--- src/rtl/hip_pkg.sv ---
package hip_pkg;
  localparam int HIP_HOST_W = 8;
  localparam int HIP_NLOC   = 8;
  localparam int HIP_REG_W  = 16;
  localparam int HIP_NDATA  = HIP_NLOC - 2;
  localparam int HIP_AW     = $clog2(HIP_NLOC);
endpackage

--- src/rtl/hip_sync.sv ---
module hip_sync #(
  parameter int W = 4,
  parameter logic [W-1:0] RST_VAL = '1
) (
  input  logic         clk,
  input  logic         rst_n,
  input  logic [W-1:0] d,
  output logic [W-1:0] q
);
  logic [W-1:0] s1_q, s2_q;

  always_ff @(posedge clk or negedge rst_n) begin
    if (!rst_n) begin
      s1_q <= RST_VAL;
      s2_q <= RST_VAL;
    end else begin
      s1_q <= d;
      s2_q <= s1_q;
    end
  end

  assign q = s2_q;
endmodule

--- src/rtl/hip_hostctl.sv ---
module hip_hostctl #(
  parameter int AW = 3,
  parameter int HW = 8
) (
  input  logic          clk,
  input  logic          rst_n,
  input  logic          ale_s,
  input  logic          sel_s_n,
  input  logic          rd_s_n,
  input  logic          wr_s_n,
  input  logic [HW-1:0] bus_in,
  output logic [AW-1:0] addr_q,
  output logic [HW-1:0] wdat_q,
  output logic          wr_pulse,
  output logic          rd_pulse
);
  logic [AW-1:0] addr_d;
  logic [HW-1:0] wdat_d;
  logic          wr_prev_q, rd_prev_q;

  always_comb begin
    addr_d = addr_q;
    wdat_d = wdat_q;
    if (ale_s)   addr_d = bus_in[AW-1:0];
    if (!wr_s_n) wdat_d = bus_in;
  end

  always_ff @(posedge clk or negedge rst_n) begin
    if (!rst_n) begin
      addr_q    <= '0;
      wdat_q    <= '0;
      wr_prev_q <= 1'b1;
      rd_prev_q <= 1'b1;
    end else begin
      addr_q    <= addr_d;
      wdat_q    <= wdat_d;
      wr_prev_q <= wr_s_n;
      rd_prev_q <= rd_s_n;
    end
  end

  assign wr_pulse = wr_s_n & ~wr_prev_q & ~sel_s_n;
  assign rd_pulse = rd_s_n & ~rd_prev_q & ~sel_s_n;


  addr_hold_chk: assert property (@(posedge clk) disable iff (!rst_n)
    !ale_s |=> $stable(addr_q));
endmodule

--- src/rtl/hip_regbank.sv ---
module hip_regbank #(
  parameter int AW    = 3,
  parameter int HW    = 8,
  parameter int NDATA = 6,
  parameter int REG_W = 16
) (
  input  logic             clk,
  input  logic             rst_n,
  input  logic [AW-1:0]    h_addr,
  input  logic [HW-1:0]    h_wdat,
  input  logic             h_wr,
  input  logic             h_rd_done,
  input  logic [AW-1:0]    d_addr,
  input  logic             d_wr,
  input  logic             d_rd,
  input  logic [REG_W-1:0] d_wdata,
  output logic [HW-1:0]    h_rdata,
  output logic [REG_W-1:0] d_rdata,
  output logic [NDATA-1:0] h2d_full,
  output logic [NDATA-1:0] d2h_full
);
  localparam logic [AW-1:0] ST_H2D = AW'(NDATA);
  localparam logic [AW-1:0] ST_D2H = AW'(NDATA + 1);

  logic [REG_W-1:0] h2d_q [NDATA];
  logic [REG_W-1:0] d2h_q [NDATA];
  logic [REG_W-1:0] h2d_d [NDATA];
  logic [REG_W-1:0] d2h_d [NDATA];
  logic [NDATA-1:0] h2d_full_q, h2d_full_d, d2h_full_q, d2h_full_d;
  logic [NDATA-1:0] h_hit, d_hit;

  for (genvar i = 0; i < NDATA; i++) begin : g_hit
    assign h_hit[i] = (h_addr == AW'(i));
    assign d_hit[i] = (d_addr == AW'(i));
  end

  // Next state; a new write wins over a same-cycle clearing read.
  always_comb begin
    for (int i = 0; i < NDATA; i++) begin
      h2d_d[i]      = h2d_q[i];
      d2h_d[i]      = d2h_q[i];
      h2d_full_d[i] = h2d_full_q[i];
      d2h_full_d[i] = d2h_full_q[i];
      if (d_rd && d_hit[i])      h2d_full_d[i] = 1'b0;
      if (h_rd_done && h_hit[i]) d2h_full_d[i] = 1'b0;
      if (h_wr && h_hit[i]) begin
        h2d_d[i]      = REG_W'(h_wdat);
        h2d_full_d[i] = 1'b1;
      end
      if (d_wr && d_hit[i]) begin
        d2h_d[i]      = d_wdata;
        d2h_full_d[i] = 1'b1;
      end
    end
  end

  always_ff @(posedge clk or negedge rst_n) begin
    if (!rst_n) begin
      for (int i = 0; i < NDATA; i++) begin
        h2d_q[i] <= '0;
        d2h_q[i] <= '0;
      end
      h2d_full_q <= '0;
      d2h_full_q <= '0;
    end else begin
      for (int i = 0; i < NDATA; i++) begin
        h2d_q[i] <= h2d_d[i];
        d2h_q[i] <= d2h_d[i];
      end
      h2d_full_q <= h2d_full_d;
      d2h_full_q <= d2h_full_d;
    end
  end

  always_comb begin
    h_rdata = '0;
    d_rdata = '0;
    for (int i = 0; i < NDATA; i++) begin
      if (h_hit[i]) h_rdata = d2h_q[i][HW-1:0];
      if (d_hit[i]) d_rdata = h2d_q[i];
    end
    if (h_addr == ST_H2D) h_rdata = HW'(h2d_full_q);
    if (h_addr == ST_D2H) h_rdata = HW'(d2h_full_q);
    if (d_addr == ST_H2D) d_rdata = REG_W'(h2d_full_q);
    if (d_addr == ST_D2H) d_rdata = REG_W'(d2h_full_q);
  end

  assign h2d_full = h2d_full_q;
  assign d2h_full = d2h_full_q;


  h2d_set_chk: assert property (@(posedge clk) disable iff (!rst_n)
    (h_wr && (h_hit != '0)) |=> ((h2d_full_q & $past(h_hit)) == $past(h_hit)));

  h2d_clr_chk: assert property (@(posedge clk) disable iff (!rst_n)
    (d_rd && (d_hit != '0) && !(h_wr && (h_hit == d_hit)))
      |=> ((h2d_full_q & $past(d_hit)) == '0));

  d2h_set_chk: assert property (@(posedge clk) disable iff (!rst_n)
    (d_wr && (d_hit != '0)) |=> ((d2h_full_q & $past(d_hit)) == $past(d_hit)));

  d2h_clr_chk: assert property (@(posedge clk) disable iff (!rst_n)
    (h_rd_done && (h_hit != '0) && !(d_wr && (d_hit == h_hit)))
      |=> ((d2h_full_q & $past(h_hit)) == '0));

  st_wr_ignored_chk: assert property (@(posedge clk) disable iff (!rst_n)
    (h_wr && (h_hit == '0) && !d_rd) |=> $stable(h2d_full_q));
endmodule

--- src/rtl/hostport_mux8.sv ---
module hostport_mux8
  import hip_pkg::*;
#(
  parameter int HOST_W = HIP_HOST_W,
  parameter int AW     = HIP_AW,
  parameter int NDATA  = HIP_NDATA,
  parameter int REG_W  = HIP_REG_W
) (
  input  logic              clk,
  input  logic              rst_n,
  input  logic              hale,
  input  logic              hsel_n,
  input  logic              hrd_n,
  input  logic              hwr_n,
  input  logic [HOST_W-1:0] hbus_in,
  output logic [HOST_W-1:0] hbus_out,
  output logic              hbus_oe,
  input  logic [AW-1:0]     dsp_addr,
  input  logic              dsp_wr,
  input  logic              dsp_rd,
  input  logic [REG_W-1:0]  dsp_wdata,
  output logic [REG_W-1:0]  dsp_rdata,
  output logic [NDATA-1:0]  h2d_full,
  output logic [NDATA-1:0]  d2h_full
);
  logic [3:0]        strb_s;
  logic [AW-1:0]     h_addr;
  logic [HOST_W-1:0] h_wdat;
  logic              h_wr, h_rd_done;

  hip_sync #(.W(4), .RST_VAL(4'b0111)) u_sync (
    .clk(clk), .rst_n(rst_n),
    .d({hale, hsel_n, hrd_n, hwr_n}),
    .q(strb_s)
  );

  hip_hostctl #(.AW(AW), .HW(HOST_W)) u_ctl (
    .clk(clk), .rst_n(rst_n),
    .ale_s(strb_s[3]), .sel_s_n(strb_s[2]), .rd_s_n(strb_s[1]), .wr_s_n(strb_s[0]),
    .bus_in(hbus_in),
    .addr_q(h_addr), .wdat_q(h_wdat),
    .wr_pulse(h_wr), .rd_pulse(h_rd_done)
  );

  hip_regbank #(.AW(AW), .HW(HOST_W), .NDATA(NDATA), .REG_W(REG_W)) u_bank (
    .clk(clk), .rst_n(rst_n),
    .h_addr(h_addr), .h_wdat(h_wdat), .h_wr(h_wr), .h_rd_done(h_rd_done),
    .d_addr(dsp_addr), .d_wr(dsp_wr), .d_rd(dsp_rd), .d_wdata(dsp_wdata),
    .h_rdata(hbus_out), .d_rdata(dsp_rdata),
    .h2d_full(h2d_full), .d2h_full(d2h_full)
  );

  assign hbus_oe = ~hsel_n & ~hrd_n;


  no_wr_unsel_chk: assert property (@(posedge clk) disable iff (!rst_n)
    h_wr |-> !strb_s[2]);
  // Host never completes a read and a write together (input assumption)
  one_xfer_chk: assert property (@(posedge clk) disable iff (!rst_n)
    !(h_wr && h_rd_done));
endmodule

--- config.mk ---
export PLATFORM = sky130hd
export DESIGN_NAME = hostport_mux8
export DESIGN_NICKNAME = d
export VERILOG_FILES = /design/src/rtl/hip_pkg.sv /design/src/rtl/hip_sync.sv /design/src/rtl/hip_hostctl.sv /design/src/rtl/hip_regbank.sv /design/src/rtl/hostport_mux8.sv
export SDC_FILE = /design/constraint.sdc
export NUM_CORES = 1
export LEC_CHECK = 0
export BUFFER_PORTS_ARGS = -buffer_cell sky130_fd_sc_hd__buf_2
export CORE_ASPECT_RATIO = 1.2
export CORE_MARGIN = 2
export CORE_UTILIZATION = 50
export CTS_BUF_LIST = sky130_fd_sc_hd__clkbuf_2 sky130_fd_sc_hd__clkbuf_4 sky130_fd_sc_hd__clkbuf_8
export DETAILED_ROUTE_END_ITERATION = 16
export PLACE_DENSITY_LB_ADDON = 0.2
export SLEW_MARGIN = 5
export SYNTH_ARGS = -nofsm -noshare
export SYNTH_HDL_FRONTEND = slang
export SYNTH_HIERARCHICAL = 1
export SYNTH_SLANG_ARGS = --single-unit
export TNS_END_PERCENT = 1
--- constraint.sdc ---
create_clock -name clk -period 2.1 [get_ports clk]
set_input_delay 0.105 -clock clk [delete_from_list [all_inputs] [get_ports clk]]
set_output_delay 0.105 -clock clk [all_outputs]
set_load 0.02 [all_outputs]
==> impl_metrics.tcl <==
set metrics [dict create \
    slowest_delay_ns 0.47 \
    netlist_instances 479 \
    worst_ir_drop_vdd_uv 530 \
    dp_hpwl_um 9370 \
    path_common_cell "buf_4" \
    cp_max_fo 7 \
    dieArea_mm2 0.0134 \
    io_pins 72 \
    use_met1 0.288 \
    gr-usage-met2 0.385 \
    drt_iter0_drc 226 \
    busiest_layer "met2" \
    ys_seq_area_frac 0.520 \
    share_comb_of_total_power 0.224 \
    crit_required_ns 2.00 \
    grt_pass1_vias 4343 \
    root_buffer "clkbuf_8" \
    internal_power_uw 5250 \
    instances_no_fill 755 \
    timing.rr.start "u_sync/q[0]$_DFF_PN1_" \
    finalNetCount 616 \
    holdPathStages 4 \
    place_congestion 0.804 \
    swShare 0.289 \
    grt_use_total 0.227 \
    drc 0 \
    cap_viol_max_count 0 \
    antenna_found_initial 0 \
    switchingPower_uw 2130 \
    num_antenna_cells 0 \
    reg2reg_depth 5 \
    worst_slew_pin_slew_ns 0.521 \
    finalSetupViolations 0 \
    num_rows 44 \
    synthDistinctLibCells 43 \
    critPathSlowestCell "dfrtp_2" \
    wl_um 14000 \
    grtUsageMet3 0.0424 \
    yosys_warnings 6 \
    power.density_mw_per_mm2 991 \
    syn_to_final_growth_pct 19.6 \
    detail-route-antenna-nets 0 \
    final_common_cell "dfrtp_1" \
    post_drt_wl_per_cell_um 18.6 \
    rsz0062_at_grt "no" \
    slew_headroom 0.653 \
    path_clk_slew_ns 0.07 \
    io_buffers 55 \
    die_x_um 106 \
    leakage_uw 0.00342 \
    cts_tree "built" \
    grt_max_degree 59 \
    fillCellCount 1007 \
    hold_start "dsp_addr[2]" \
    vias 4105 \
    cts_max_level 4 \
    start_util 0.514 \
    fin_crit_sh 0.946 \
    fin_crit_ns 1.99 \
    die_h_um 126 \
    setup_tns_ns 0 \
    pwr-share-seq 0.463 \
    fmax_mhz 503 \
    final_max_slew_viol_count 0 \
    grt_pass1_wl_um 23200 \
    gr-total-overflow 0 \
    critPathKind "flop to output port" \
    cts.sinks 129 \
    clk_path_buf_depth 2 \
    synth_area_mm2 0.00623 \
    first_pass_iters 4 \
    core_area_mm2 0.0121 \
    cp_cell_sequence "buf_4 -> buf_4 -> a21oi_1 -> o21ai_0 -> a22o_1 -> buf_2" \
    yosys_register_bits 129 \
    cts_inserted_buffers 17 \
    final_cell_mix "dfrtp_1, mux2_2, buf_2" \
    drive_gt1_frac 0.434 \
    hp-class "input port to flop" \
    vias_per_cell 5.44 \
    place_inst 693 \
    final_hold_viol_count 0 \
    r2r_end "u_bank/h2d_q[49]$_DFFE_PN0P_" \
    status "complete, no violations" \
    arrival_ns 1.88 \
    end_kind "output port" \
    power.share.clock 0.313 \
    final.setup_skew_ns 0.0133 \
    synth_area_per_cell_um2 13.0 \
    worstHoldEndpoint "u_bank/h2d_full[4]$_DFFE_PN0P_" \
    ff2ff_setup_slack_ns 0.20 \
    start_kind "flop" \
    clk_latency_ns 0.43 \
]
[synthesized netlist by cell type (all sizes together)]
master / number / area [um^2]
and3: 1 / 6.26
nand3: 3 / 20.0
a22oi: 11 / 82.6
mux4: 2 / 45.0
mux2i: 36 / 360
nor3: 2 / 32.5
dfrtp: 121 / 3030
o211ai: 3 / 22.5
nand2: 19 / 73.8
nor2: 17 / 83.8
nor3b: 3 / 38.8
o31ai: 3 / 22.5
a21oi: 21 / 105
or2: 2 / 12.5
buf: 26 / 206
and2: 2 / 12.5
a22o: 6 / 52.6
nor2b: 4 / 25.0
conb: 1 / 3.75
nand3b: 5 / 37.5
o21ai: 26 / 130
clkbuf: 7 / 26.3
nand4b: 1 / 15.0
inv: 3 / 11.3
dfstp: 8 / 210
mux2: 112 / 1320
nand2b: 20 / 140
o211a: 1 / 10.0
and2b: 1 / 7.51
a21o: 2 / 15.0
o22ai: 2 / 12.5
o21a: 8 / 60.1
[state kept, by name, indices dropped and copies added, names as in the netlist]
name,count
u_bank/d2h_q,48
u_bank/h2d_q,48
u_ctl/wdat_q,8
u_bank/d2h_full,6
u_bank/h2d_full,6
u_sync/q,4
u_sync/s1_q,4
u_ctl/addr_q,3
u_ctl/rd_prev_q,1
u_ctl/wr_prev_q,1
[power groups by stage]
| stage | registers, uW | logic (uW) | clock network (uW) |
|---|---|---|---|
| final | 3420 | 1660 | 2310 |
| after global routing | 3500 | 1810 | 2480 |
| after CTS | 3420 | 1650 | 2360 |
| after detailed placement | 3480 | 1590 | 0 |
| after global placement | 3440 | 1540 | 0 |
| after floorplan | 3380 | 1170 | 0 |
[through the flow]
stage	power, uW	setup slack, ns	hold slack (ns)	area (um^2)	util
detailed placement	5070	0.191	0.122	6720	0.555
global placement	4980	0.246	0.119	6720	0.555
global route	7790	0.0206	0.197	7450	0.615
CTS	7430	0.0178	0.149	7400	0.611
finish	7380	0.114	0.168	7450	0.615
floorplan	4550	0.177	-0.191	6250	-
[cell type report]
class | instances | area, um^2 | area share
sequential | 129 | 3240 | 0.436
clock buffer | 18 | 248 | 0.0333
timing repair buffer | 109 | 781 | 0.105
inverter | 3 | 11.3 | 0.00151
tap | 161 | 201 | 0.0270
clock inverter | 14 | 188 | 0.0252
multi-input combinational | 321 | 2780 | 0.373
[worst max path at each step]
stage	endpoint	slack, ns	from
2_1_floorplan	u_bank/h2d_q[48]$_DFFE_PN0P_	0.18	u_sync/q[0]$_DFF_PN1_
3_3_place_gp	u_bank/h2d_q[16]$_DFFE_PN0P_	0.25	u_sync/q[0]$_DFF_PN1_
3_5_place_dp	u_bank/h2d_q[49]$_DFFE_PN0P_	0.19	u_sync/q[0]$_DFF_PN1_
4_1_cts	hbus_out[4]	0.02	u_ctl/addr_q[1]$_DFFE_PN0P_
5_1_grt	hbus_out[4]	0.02	u_ctl/addr_q[0]$_DFFE_PN0P_
6_report	hbus_out[2]	0.11	u_ctl/addr_q[2]$_DFFE_PN0P_
[kinds of logic (layout without fill, tap and decap cells)]
family | after synthesis | in the layout | share of synthesized area
buffers and inverters | 36 | 144 | 0.0392
and+or+nand+nor | 80 | 80 | 0.0812
other | 1 | 8 | 0.000602
muxes | 150 | 150 | 0.277
AOI/OAI and AO/OA | 83 | 83 | 0.0824
DFF | 129 | 129 | 0.520
[critical path: cells and delay by family (launching register included)]
kind                   cells  cell delay, ns
AOI/OAI and AO/OA          3            0.52
DFF                        1            0.47
buffers and inverters      3            0.47
[per-layer routing]
metal  routed length [um]  up-vias  part of all wire
li1                     -     1908                 -
met1                 6130     2104              0.44
met2                 7230       78              0.52
met3                  444       15             0.032
met4                  228        0             0.016
met5                    0        -                 0
[timing repair]
action | in CTS | in global routing
pin swaps | 0 | 1
hold endpoints to repair | 92 | 0
resized for setup | 4 | 4
hold buffers | 22 | 0
endpoints found under the setup margin | 7 | 6
buffers inserted | 3 | 5
No activity file was read; power rests on OpenSTA's default activity.
